--- src/rtl/rm_map_pkg.sv ---
package rm_map_pkg;
  typedef enum logic [0:0] {ST_IDLE = 1'b0, ST_RUN = 1'b1} map_state_e;
endpackage

--- src/rtl/rm_period_regs.sv ---
module rm_period_regs #(
  parameter int N_TASKS  = 8,
  parameter int PERIOD_W = 16,
  localparam int IDXW    = $clog2(N_TASKS)
) (
  input  logic                              clk_i,
  input  logic                              rst_ni,
  input  logic                              we_i,
  input  logic [IDXW-1:0]                   idx_i,
  input  logic [PERIOD_W-1:0]               period_i,
  output logic [N_TASKS-1:0][PERIOD_W-1:0]  period_o
);
  for (genvar g = 0; g < N_TASKS; g++) begin : g_slot
    always_ff @(posedge clk_i or negedge rst_ni) begin
      if (!rst_ni)                            period_o[g] <= '0;
      else if (we_i && idx_i == IDXW'(g))     period_o[g] <= period_i;
    end
  end
endmodule

--- src/rtl/rm_rank_engine.sv ---
module rm_rank_engine
  import rm_map_pkg::*;
#(
  parameter int N_TASKS  = 8,
  parameter int PERIOD_W = 16,
  localparam int IDXW    = $clog2(N_TASKS),
  localparam int CNTW    = $clog2(N_TASKS + 1)
) (
  input  logic                              clk_i,
  input  logic                              rst_ni,
  input  logic                              start_i,
  input  logic [CNTW-1:0]                   cnt_i,
  input  logic [N_TASKS-1:0][PERIOD_W-1:0]  period_i,
  output logic                              busy_o,
  output logic                              accept_o,
  output logic [CNTW-1:0]                   cnt_o,
  output logic                              wr_en_o,
  output logic [IDXW-1:0]                   wr_idx_o,
  output logic [IDXW-1:0]                   wr_rank_o,
  output logic                              fin_o
);
  map_state_e       state_q;
  logic [IDXW-1:0]  cur_q;
  logic [CNTW-1:0]  cnt_q;
  logic [CNTW-1:0]  cnt_clamp;
  logic [N_TASKS-1:0] ahead;
  logic             last;

  assign cnt_clamp = (int'(cnt_i) > N_TASKS) ? CNTW'(N_TASKS) : cnt_i;
  assign busy_o    = (state_q == ST_RUN);
  assign accept_o  = start_i && !busy_o;
  assign cnt_o     = cnt_q;

  // a slot ranks ahead of cur when its period is shorter, or equal with lower index
  for (genvar j = 0; j < N_TASKS; j++) begin : g_cmp
    always_comb begin
      ahead[j] = 1'b0;
      if (CNTW'(j) < cnt_q && IDXW'(j) != cur_q) begin
        if (period_i[j] < period_i[cur_q])
          ahead[j] = 1'b1;
        else if (period_i[j] == period_i[cur_q] && IDXW'(j) < cur_q)
          ahead[j] = 1'b1;
      end
    end
  end

  assign last      = (CNTW'(cur_q) == cnt_q - CNTW'(1));
  assign wr_en_o   = busy_o;
  assign wr_idx_o  = cur_q;
  assign wr_rank_o = IDXW'($countones(ahead));
  assign fin_o     = (busy_o && last) || (accept_o && cnt_clamp == '0);

  always_ff @(posedge clk_i or negedge rst_ni) begin
    if (!rst_ni) begin
      state_q <= ST_IDLE;
      cur_q   <= '0;
      cnt_q   <= '0;
    end else begin
      case (state_q)
        ST_IDLE: begin
          if (start_i) begin
            cnt_q <= cnt_clamp;
            cur_q <= '0;
            if (cnt_clamp != '0) state_q <= ST_RUN;
          end
        end
        ST_RUN: begin
          if (last) state_q <= ST_IDLE;
          else      cur_q   <= cur_q + IDXW'(1);
        end
        default: state_q <= ST_IDLE;
      endcase
    end
  end
endmodule

--- src/rtl/rm_bank_table.sv ---
module rm_bank_table #(
  parameter int N_TASKS = 8,
  parameter int N_BANKS = 4,
  localparam int IDXW   = $clog2(N_TASKS),
  localparam int CNTW   = $clog2(N_TASKS + 1),
  localparam int BW     = $clog2(N_BANKS),
  localparam int SHARED = N_BANKS - 2
) (
  input  logic              clk_i,
  input  logic              rst_ni,
  input  logic              accept_i,
  input  logic              load_clr_i,
  input  logic [CNTW-1:0]   cnt_i,
  input  logic              wr_en_i,
  input  logic [IDXW-1:0]   wr_idx_i,
  input  logic [IDXW-1:0]   wr_rank_i,
  input  logic              fin_i,
  output logic              done_o,
  input  logic [IDXW-1:0]   rd_idx_i,
  output logic              rd_valid_o,
  output logic [IDXW-1:0]   rd_prio_o,
  output logic [BW-1:0]     rd_bank_o,
  output logic              rd_own_o,
  input  logic [IDXW-1:0]   q_out_idx_i,
  input  logic [IDXW-1:0]   q_in_idx_i,
  output logic              q_in_own_o,
  output logic              q_save_o
);
  logic [N_TASKS-1:0][IDXW-1:0] rank_q;
  logic [N_TASKS-1:0]           act_q;
  logic                         done_q;
  logic                         overflow;

  assign overflow = (int'(cnt_i) > N_BANKS - 1);
  assign done_o   = done_q;

  function automatic logic slot_live(logic [IDXW-1:0] i, logic [N_TASKS-1:0] act);
    return (int'(i) < N_TASKS) && act[i];
  endfunction

  function automatic logic own_of(logic [IDXW-1:0] r, logic live, logic ovf);
    return live && ((int'(r) < SHARED) || !ovf);
  endfunction

  function automatic logic [BW-1:0] bank_of(logic [IDXW-1:0] r);
    return (int'(r) < SHARED) ? BW'(r) : BW'(SHARED);
  endfunction

  for (genvar g = 0; g < N_TASKS; g++) begin : g_ent
    always_ff @(posedge clk_i or negedge rst_ni) begin
      if (!rst_ni) begin
        rank_q[g] <= '0;
        act_q[g]  <= 1'b0;
      end else if (accept_i) begin
        act_q[g]  <= 1'b0;
        rank_q[g] <= '0;
      end else if (wr_en_i && wr_idx_i == IDXW'(g)) begin
        act_q[g]  <= 1'b1;
        rank_q[g] <= wr_rank_i;
      end
    end
  end

  always_ff @(posedge clk_i or negedge rst_ni) begin
    if (!rst_ni)                      done_q <= 1'b0;
    else if (fin_i)                   done_q <= 1'b1;
    else if (accept_i || load_clr_i)  done_q <= 1'b0;
  end

  logic rd_live, in_live, out_live, out_own;
  logic [IDXW-1:0] rd_r, in_r, out_r;

  always_comb begin
    rd_live  = done_q && slot_live(rd_idx_i, act_q);
    in_live  = done_q && slot_live(q_in_idx_i, act_q);
    out_live = done_q && slot_live(q_out_idx_i, act_q);
    rd_r     = rd_live  ? rank_q[rd_idx_i]    : '0;
    in_r     = in_live  ? rank_q[q_in_idx_i]  : '0;
    out_r    = out_live ? rank_q[q_out_idx_i] : '0;

    rd_valid_o = rd_live;
    rd_prio_o  = rd_r;
    rd_bank_o  = rd_live ? bank_of(rd_r) : '0;
    rd_own_o   = own_of(rd_r, rd_live, overflow);

    q_in_own_o = own_of(in_r, in_live, overflow);
    out_own    = own_of(out_r, out_live, overflow);
    q_save_o   = in_live && out_live && (q_in_idx_i != q_out_idx_i)
                 && !q_in_own_o && !out_own;
  end
endmodule

--- src/rtl/rm_bank_mapper.sv ---
module rm_bank_mapper #(
  parameter int N_TASKS  = 8,
  parameter int N_BANKS  = 4,
  parameter int PERIOD_W = 16,
  localparam int IDXW    = $clog2(N_TASKS),
  localparam int CNTW    = $clog2(N_TASKS + 1),
  localparam int BW      = $clog2(N_BANKS)
) (
  input  logic                clk_i,
  input  logic                rst_ni,
  input  logic                load_i,
  input  logic [IDXW-1:0]     load_idx_i,
  input  logic [PERIOD_W-1:0] load_period_i,
  input  logic                start_i,
  input  logic [CNTW-1:0]     task_cnt_i,
  output logic                done_o,
  input  logic [IDXW-1:0]     rd_idx_i,
  output logic                rd_valid_o,
  output logic [IDXW-1:0]     rd_prio_o,
  output logic [BW-1:0]       rd_bank_o,
  output logic                rd_own_o,
  input  logic [IDXW-1:0]     q_out_idx_i,
  input  logic [IDXW-1:0]     q_in_idx_i,
  output logic                q_in_own_o,
  output logic                q_save_o
);
  logic [N_TASKS-1:0][PERIOD_W-1:0] periods;
  logic              busy, accept, wr_en, fin, load_ok;
  logic [CNTW-1:0]   cnt;
  logic [IDXW-1:0]   wr_idx, wr_rank;

  assign load_ok = load_i && !busy;

  rm_period_regs #(.N_TASKS(N_TASKS), .PERIOD_W(PERIOD_W)) u_regs (
    .clk_i, .rst_ni,
    .we_i(load_ok), .idx_i(load_idx_i), .period_i(load_period_i),
    .period_o(periods)
  );

  rm_rank_engine #(.N_TASKS(N_TASKS), .PERIOD_W(PERIOD_W)) u_rank (
    .clk_i, .rst_ni,
    .start_i, .cnt_i(task_cnt_i), .period_i(periods),
    .busy_o(busy), .accept_o(accept), .cnt_o(cnt),
    .wr_en_o(wr_en), .wr_idx_o(wr_idx), .wr_rank_o(wr_rank), .fin_o(fin)
  );

  rm_bank_table #(.N_TASKS(N_TASKS), .N_BANKS(N_BANKS)) u_table (
    .clk_i, .rst_ni,
    .accept_i(accept), .load_clr_i(load_ok), .cnt_i(cnt),
    .wr_en_i(wr_en), .wr_idx_i(wr_idx), .wr_rank_i(wr_rank), .fin_i(fin),
    .done_o,
    .rd_idx_i, .rd_valid_o, .rd_prio_o, .rd_bank_o, .rd_own_o,
    .q_out_idx_i, .q_in_idx_i, .q_in_own_o, .q_save_o
  );
endmodule

--- config.mk ---
export PLATFORM = sky130hd
export DESIGN_NAME = rm_bank_mapper
export DESIGN_NICKNAME = d
export VERILOG_FILES = /design/src/rtl/rm_map_pkg.sv /design/src/rtl/rm_period_regs.sv /design/src/rtl/rm_rank_engine.sv /design/src/rtl/rm_bank_table.sv /design/src/rtl/rm_bank_mapper.sv
export SDC_FILE = /design/constraint.sdc
export NUM_CORES = 1
export LEC_CHECK = 0
export ABC_AREA = 1
export BUFFER_PORTS_ARGS = -buffer_cell sky130_fd_sc_hd__buf_2
export CAP_MARGIN = 15
export CORE_AREA = 2 2 172 174
export DETAILED_ROUTE_END_ITERATION = 6
export DIE_AREA = 0 0 174 176
export GPL_TIMING_DRIVEN = 0
export PLACE_DENSITY = 0.64
export SLEW_MARGIN = 20
export SYNTH_ARGS = -nofsm -noshare
export SYNTH_HDL_FRONTEND = slang
export SYNTH_SLANG_ARGS = --single-unit
--- constraint.sdc ---
create_clock -name clk_i -period 12.7 [get_ports clk_i]
set_input_delay 2.54 -clock clk_i [delete_from_list [all_inputs] [get_ports clk_i]]
set_output_delay 2.54 -clock clk_i [all_outputs]
set_load 0.005 [all_outputs]
==> run summary, run 1 <==
The run finished with clean final reports. Data on the critical path arrives at its endpoint at 3.82 ns. The area growth from synthesis to layout was 12.2%; the placeable core region was 0.0285 mm². The floorplan has 62 rows.

Measured against its own limit, the worst slew margin works out to 25.6%. The tools report the pin count of the biggest net entering global routing as 87. Summing all multi-input logic gate instances after layout gives 0.00610 mm².

On the final layout, the worst clock skew is 0.0141 ns. Layout filler cell count: 2930. The repair_antennas step left the layout with diodes totalling 0.

The final number of max-transition violations is 0. The logs give 6.49 ns for the worst setup slack for register-to-register paths and 1539 for the post-synthesis net count. The number of cells on the worst reg-to-reg path is 23. STA puts the critical path data required time at 10.16 ns. Clock-pin slew was measured on the worst setup and hold paths at 0.06 ns. The number of vias per cell after detailed routing is 5.50. The biggest area contributor in the post-synthesis netlist is sky130_fd_sc_hd__dfrtp_1. The run gives 4.2% as the combinational power share. Destination of the worst register-to-register timing path: u_table.rank_q[14]$_DFFE_PN0P_. The number of failing hold endpoints at the final stage was 0. The critical path is of the in2out type. Cells fill 43.3% of the core in the end.

The leakage power was 0.00617 µW; the first-pass GRT wire length was 54.7 mm. Derived from the worst setup path, the maximum achievable clock frequency is 157 MHz. The remaining global-route overflow was 0; the detail-routed net length per standard cell was 18.8 µm.

For the pin with the worst max-slew slack, the measured transition is 1.11 ns. Setup violations remaining at the end of the flow were counted as 0. Dividing the synthesized area by the synthesized cell count gives 8.11 µm². The worst setup path is launched from a primary input.

Adding up every negative setup slack in the final design gives 0 ns. The number of antenna violations at the first check in global routing was 0. The worst register-to-register path begins at u_rank.wr_idx_o[2]$_DFFE_PN0P_. The worst-skew pair later-pin latency is 0.45 ns, and the number of max-capacitance violations reported is 0. In the final design database the tool counted 1603 nets. The number of setup buffers added after CTS is 0. The root buffer cell chosen for the clock tree is sky130_fd_sc_hd__clkbuf_16. By area the synthesized netlist is led by sky130_fd_sc_hd__dfrtp_1 (38%), sky130_fd_sc_hd__ha_1 (16%), sky130_fd_sc_hd__nand2_1 (12%).

The logs give 0.00423 mm² for the register cell area after layout and 2 for the maximum count of clock buffers along a single path. The number of primary I/O pins is 46, and the quantity of gates resized following cts is 0. After the first detailed-routing iteration, the DRC count stood at 850.

The share of the Yosys chip area taken by registers is 38.4%. Total half-perimeter wirelength after legalization and detailed placement: 27.0 mm. Registers are responsible for 48.6% of the overall power. Net switching is 24.0% of the power. The H-tree depth was 4. The hold-critical path depth was 2; the worst-path maximum fanout was 10.

The most frequent standard cell in the layout excluding fill and tap cells was sky130_fd_sc_hd__nand2_1. The smallest clock period supported by the final layout is computed as 6.36 ns. Height of the chip: 176 µm.

The count of nets left with antenna violations once routing finished came out at 0. The number of clock sinks came out at 169. The path class of the tightest hold or removal check is reg2reg. The first detailed-routing pass ran for 5 iterations. For this run, the total global-route usage over all layers was measured as 23.1%.

The via count of the first global-routing pass is 9909. The tools report the clock share of power as 47.2%. The tools report the routability congestion estimate as 0.938.

TritonCTS built the clock tree. The Yosys step of the flow raised 0 warnings. The count of buffers added on input and output ports is 43. Dividing total power by cell area gives a power density of 89.6 mW/mm². In the layout the commonest cells are sky130_fd_sc_hd__nand2_1 (340), sky130_fd_sc_hd__o21ai_0 (172), sky130_fd_sc_hd__dfrtp_1 (169). Clock tree synthesis inserted a total of 17 buffers. The total routed wirelength was 34.2 mm.

The share of cells above drive strength 1 was 9.82%; the register bit count reported by yosys was 169. The share of the clock period used by the worst path is 50.1%, and the die area is 0.0306 mm². The run gives 52 as the count of unique library cells instantiated by Yosys. The maximum vdd drop is 0.0860 mV, and the top-area cell type share of the netlist area is 38.4%. For hold timing, the worst endpoint is u_regs.period_o[48]$_DFFE_PN0P_. The sort of element at the end of the critical path was an output pin. In this run, post-CTS hold repair placed 0 buffers. For the post-synthesis cell area, the log shows 0.0110 mm².

Counting every instance in the synthesized netlist gives 1359. For this run, design rule violations remaining after detail routing come to 0. Summed over all nets, the switching power comes to 266 µW.

Once the floorplan was initialized, standard cells occupied 38.6% of the core. Setup repair after global routing left no endpoint under its margin. The internal power of the cells totals 842 µW.

The final route contains 10000 vias. The origin of the worst min-delay path was u_regs.period_o[48]$_DFFE_PN0P_. The die boundary width is 174 µm.
power groups by stage:
stage               clock (µW)  combinational [µW]  sequential [µW]
floorplan                    0                17.1              548
global placement             0                46.3              548
detailed placement           0                47.8              548
CTS                        530                48.0              538
global route               551                53.1              538
finish                     523                47.0              538
flip-flops by register name, indices dropped and copies added (netlist names):
name,count
u_rank.busy_o,1
u_rank.cnt_o,4
u_rank.wr_idx_o,3
u_regs.period_o,128
u_table.act_q,8
u_table.done_o,1
u_table.rank_q,24
synthesized netlist by cell type (all sizes together):
cell,number
xor2,2
a22oi,2
o221ai,8
o2111ai,9
o21a,6
o211ai,9
a221o,1
a2111oi,2
a32oi,1
a211oi,6
inv,130
nand4,19
nor2,73
nor4,2
nand3,36
nor3,13
buf,24
nand3b,1
or2,1
a32o,2
dfrtp,169
clkbuf,18
a221oi,8
a21o,2
fa,3
o22ai,15
nand2,342
a21boi,1
ha,141
xnor2,1
a31o,2
a22o,4
a21oi,114
o21ai,192
cell families (layout without fill, tap and decap cells):
family,after synthesis,in the layout,synth area share (%)
fa+ha+maj,144,144,16.6
simple gates,487,487,18.5
flops,169,169,38.4
compound gates,384,384,19.9
xor+xnor,3,3,0.239
buf+inv,172,249,6.50
area by class of cell:
type                            count  share of cell area [%]
Clock buffer                       22                    3.92
Inverter                          130                    3.99
Clock inverter                     10                   0.749
Multi-Input combinational cell   1018                    49.4
Sequential cell                   169                    34.2
Tap cell                          384                    3.89
Buffer                             42                    1.80
Timing Repair Buffer               45                    2.10
per-layer routing:
layer  GRT usage, %  vias up  part of all wire (%)  routed length [µm]
met2           37.0      289                    46               15800
met4           9.17        0                   3.3                1120
met1           31.3     4864                    46               15600
met5              0        -                     0                   0
li1               -     4802                     -                   -
met3           3.79       60                   4.9                1690
worst max-delay path, cell delays in order:
cell,delay [ns]
sky130_fd_sc_hd__buf_2,0.19
sky130_fd_sc_hd__inv_2,0.14
sky130_fd_sc_hd__a21oi_1,0.15
sky130_fd_sc_hd__o21ai_0,0.10
sky130_fd_sc_hd__nand3_1,0.10
sky130_fd_sc_hd__o211ai_2,0.17
sky130_fd_sc_hd__a21oi_2,0.19
sky130_fd_sc_hd__a21oi_1,0.08
sky130_fd_sc_hd__buf_2,0.14
how the worst max path moves through the flow:
| stage | start | to | slack (ns) | depth (start not counted) |
|---|---|---|---|---|
| global placement | rst_ni | u_rank.cnt_o[2]$_DFFE_PN0P_ | 6.26 | 1 |
| CTS | rd_idx_i[0] | rd_own_o | 6.36 | 9 |
| global route | rd_idx_i[1] | rd_bank_o[0] | 6.19 | 9 |
| finish | rd_idx_i[1] | rd_own_o | 6.34 | 9 |
| floorplan | rd_idx_i[0] | rd_own_o | 6.65 | 8 |
| detailed placement | rd_idx_i[0] | rd_own_o | 6.38 | 9 |
per-stage QoR:
step                cells  hold slack [ns]  area (µm²)  power (µW)  worst slack, ns
floorplan            1359            0.453       11000         566             6.65
global placement     1786            0.466       11700         595             6.26
detailed placement   1788            0.477       11800         596             6.38
CTS                  1820            0.492       12400        1120             6.36
global route         1820            0.516       12400        1140             6.19
finish               1820            0.490       12400        1110             6.34
(Power assumes the default switching activity.)
==> run 2, diff against run 1 <==
- PLACE_DENSITY: 0.64 -> 0.66
- clock period: 12.7 -> 5.8 ns (I/O delays scaled with it)
==> run 2 against run 1 <==
  * Register-to-register slack got worse by 6.2 ns
  * Clock-buffer cell count decreased by 3
  * Wire length up 0.45%
  * Critical path depth increased by 18
  * Largest cell class unchanged
  * Largest power group unchanged
==> run summary, run 2 (synthesis results as in run 1) <==
The run finished with clean final reports. In the final layout, the registers with the most flip-flops are u_regs.period_o: 128 flops, u_table.rank_q: 24 flops, u_table.act_q: 8 flops. Derived from the worst setup path, the maximum achievable clock frequency is 182 MHz.

The count of input and output buffers came out at 43 (unchanged). The sort of element at the end of the critical path is a flip-flop. Family with the most delay on the worst path: adder cells. The number of primary I/O pins is 46 (unchanged), and the number of stages on the worst setup path is 27 (+18).

TritonCTS built the clock tree. The number of buffers inserted during clock tree synthesis was 17 (unchanged). The logs give 62 (unchanged) for the number of placement rows and 10100 (+0.92%) for the vias after detailed routing.

The start point of the critical path is u_rank.wr_idx_o[2]$_DFFE_PN0P_. For the maximum count of clock buffers along a single path, the log shows 2 (unchanged). The logs give 0.951 (+1.4%) for the routability congestion estimate and 0 (unchanged) for the count of inserted antenna diode cells. The min-delay analysis places its worst path in the category reg2reg. Number of clock sinks: 169 (unchanged). The number of optimization iterations in the first detailed-route pass came out at 5 (unchanged). The register cell area after layout is 0.00423 mm² (about the same), and the total routed wirelength is 34.4 mm (+0.45%).

The tools report the sequential cell fraction of total power as 48.6% (about the same). The via count of the first global-routing pass was 9770 (-1.4%); the remaining antenna violation count after routing was 0 (unchanged). The share of cells above drive strength 1 is 10.5% (+0.65 points).

The number of vias per cell after detailed routing came out at 5.53 (+0.53%). The layout filler cell count was 2970 (+1.4%). The worst-path maximum fanout was 10 (unchanged); the leakage power was 0.00624 µW (+1.1%). The worst stage delay on the critical path was 0.43 ns (+0.24 ns). The share of the clock period used by the worst path works out to 94.7%. The aggregate negative setup slack was 0 ns (unchanged); the number of buffers and inverters on the critical path was 7 (+4). The tools report the effective utilization at floorplan as 38.6% (unchanged).

The logs give 0.00616 mm² (+0.90%) for the multi-input combinational cell area and 0.187 mV (+120%) for the maximum vdd drop. The run gives 0 (unchanged) as the number of antenna violations at the first check in global routing. The first-pass GRT wire length is 54.5 mm (-0.27%). The tools report the cell-internal power as 1830 µW (+120%). The logs give 1610 (+0.44%) for the number of nets at the end of the flow and 0 (unchanged) for the number of hold buffers added after CTS. The critical path's slowest cell is sky130_fd_sc_hd__fa_1. The placeable core region is 0.0285 mm² (unchanged), and the required time of the worst setup path is 6.10 ns (-4.06 ns). The area growth from synthesis to layout came out at 13.4%. The library cells used most frequently in the layout, excluding fill and tap cells, are sky130_fd_sc_hd__nand2_1 (340), sky130_fd_sc_hd__o21ai_0 (172), sky130_fd_sc_hd__dfrtp_1 (168). The remaining design rule violation count is 0 (unchanged).

The pin count of the biggest net entering global routing is 95 (+9.2%), and the power per cell area is 194 mW/mm² (+120%). The logs give 0 (unchanged) for the number of failing hold endpoints at the final stage and 4.4% (+0.2 points) for the combinational power share. The actual transition at the worst max-transition pin works out to 0.596 ns (-0.518 ns).

The run gives 0.45 ns (about the same) as the worst-skew pair later-pin latency. The destination of the worst register-to-register timing path is u_table.rank_q[14]$_DFFE_PN0P_. Switching power as a share of total power: 24.6% (+0.65 points).

The die boundary width works out to 174 µm (unchanged). The number of max-capacitance violations reported was 0 (unchanged); the die area was 0.0306 mm² (unchanged). The number of cells in the design after placement is 1789 (+0.056%). The worst clock skew is 0.0167 ns (+0.00257 ns), and the height of the chip is 176 µm (unchanged). The number of flip-flops in the largest register was 128 (unchanged); the number of DRC markers after the initial detailed-route iteration was 839 (-1.3%). The number of cells on the worst reg-to-reg path came out at 27 (+17%). Clock tree synthesis selected as its root buffer the cell sky130_fd_sc_hd__clkbuf_16. Among the stages of the critical path, the cell type that occurs most often is sky130_fd_sc_hd__nand2_1.

For the worst setup slack for register-to-register paths, the log shows 0.31 ns (-6.18 ns). The tools report the critical path endpoint as u_table.rank_q[14]$_DFFE_PN0P_. The critical path class was reg2reg. The run gives 43.8% (+0.46 points) as the final core utilization.

Startpoint of the worst-slack reg-to-reg timing path: u_rank.wr_idx_o[2]$_DFFE_PN0P_. The tools report the total half-perimeter wirelength after legalization and detailed placement as 26.7 mm (-1.1%). The register bank with the most flops is u_regs.period_o. The global-route usage over all layers came out at 22.9% (-0.17 points). The detail-routed net length per standard cell is 18.8 µm (about the same). The worst relative slew slack is 60.0% (+34 points), and the number of setup violations in the final report is 0 (unchanged).

The logs give 4 (unchanged) for the H-tree depth and 5.80 ns (+1.98 ns) for the data arrival time at the worst-slack endpoint. The final number of max-transition violations came out at 0 (unchanged). The worst setup path is launched from a flip-flop. The library cell used most frequently in the layout, excluding fill and tap cells, is sky130_fd_sc_hd__nand2_1. The run gives 597 µW (+120%) as the net switching power figure.

The remaining global-route overflow is 0 (unchanged). The post-route non-filler standard cell count came out at 1827 (+0.38%). The minimum clock period after layout was 5.49 ns.

The clock share of power is 47.0% (-0.2 points), and the clock transition time at the flip-flop clock pins of the worst setup and hold paths is 0.08 ns (+0.02 ns).
[run 2: cell types whose count changed in the layout (fill, tap and decap cells not counted), sizes merged]
cell,before,now
clkinv,4,7
inv,131,134
clkbuf,40,37
buf,69,76
clkinvlp,4,1
[run 2: worst min-delay path, stage by stage (launching register included)]
cell	delay, ns
sky130_fd_sc_hd__dfrtp_1	0.35
sky130_fd_sc_hd__nand2_1	0.05
sky130_fd_sc_hd__o21ai_0	0.06
[run 2: layout make-up]
| type | count | share of cell area [%] |
|---|---|---|
| multi-input combinational | 1018 | 49.3 |
| inverter | 130 | 3.94 |
| sequential | 169 | 33.8 |
| buffer | 42 | 1.78 |
| tap | 384 | 3.84 |
| clock buffer | 19 | 3.62 |
| clock inverter | 13 | 0.921 |
| timing repair buffer | 52 | 2.76 |
[run 2: power by group through the flow]
| stage | sequential, µW | clock, µW | combinational, µW |
|---|---|---|---|
| after global routing | 1180 | 1200 | 119 |
| final | 1180 | 1140 | 106 |
| after floorplan | 1200 | 0 | 37.5 |
| after global placement | 1200 | 0 | 101 |
| after detailed placement | 1200 | 0 | 107 |
| after CTS | 1180 | 1160 | 107 |
[run 2: repair_timing]
item | CTS | global route
resized for setup | 1 | 7
setup buffers | 0 | 6
pin swaps | 0 | 3
endpoints found under the setup margin | 8 | 16
[run 2: worst min path at each step]
stage / end / slack (ns) / start / cells past startpoint
after floorplan: u_regs.period_o[0]$_DFFE_PN0P_ / 0.45 / u_regs.period_o[0]$_DFFE_PN0P_ / 2
after global placement: u_regs.period_o[16]$_DFFE_PN0P_ / 0.47 / u_regs.period_o[16]$_DFFE_PN0P_ / 2
after detailed placement: u_table.rank_q[21]$_DFFE_PN0P_ / 0.47 / u_table.rank_q[21]$_DFFE_PN0P_ / 2
after CTS: u_regs.period_o[64]$_DFFE_PN0P_ / 0.49 / u_regs.period_o[64]$_DFFE_PN0P_ / 2
after global routing: u_regs.period_o[64]$_DFFE_PN0P_ / 0.52 / u_regs.period_o[64]$_DFFE_PN0P_ / 2
final: u_regs.period_o[64]$_DFFE_PN0P_ / 0.49 / u_regs.period_o[64]$_DFFE_PN0P_ / 2
[run 2: per-layer routing]
metal,routed length (µm),global-route usage [%],vias to the layer above
met5,0,0,-
met4,945,7.88,0
met3,1810,2.67,63
met2,16100,37.6,327
met1,15500,31.5,4902
li1,-,-,4815
[run 2: metrics by stage]
step           hold WS (ns)  total power (µW)  cell area [µm²]  setup WS (ns)
6_report              0.489              2420            12500          0.306
5_1_grt               0.521              2490            12500       -0.00667
4_1_cts               0.494              2440            12400         0.0689
3_5_place_dp          0.474              1310            11800         -0.127
3_3_place_gp          0.468              1300            11700         -0.424
2_1_floorplan         0.453              1240            11000           1.03
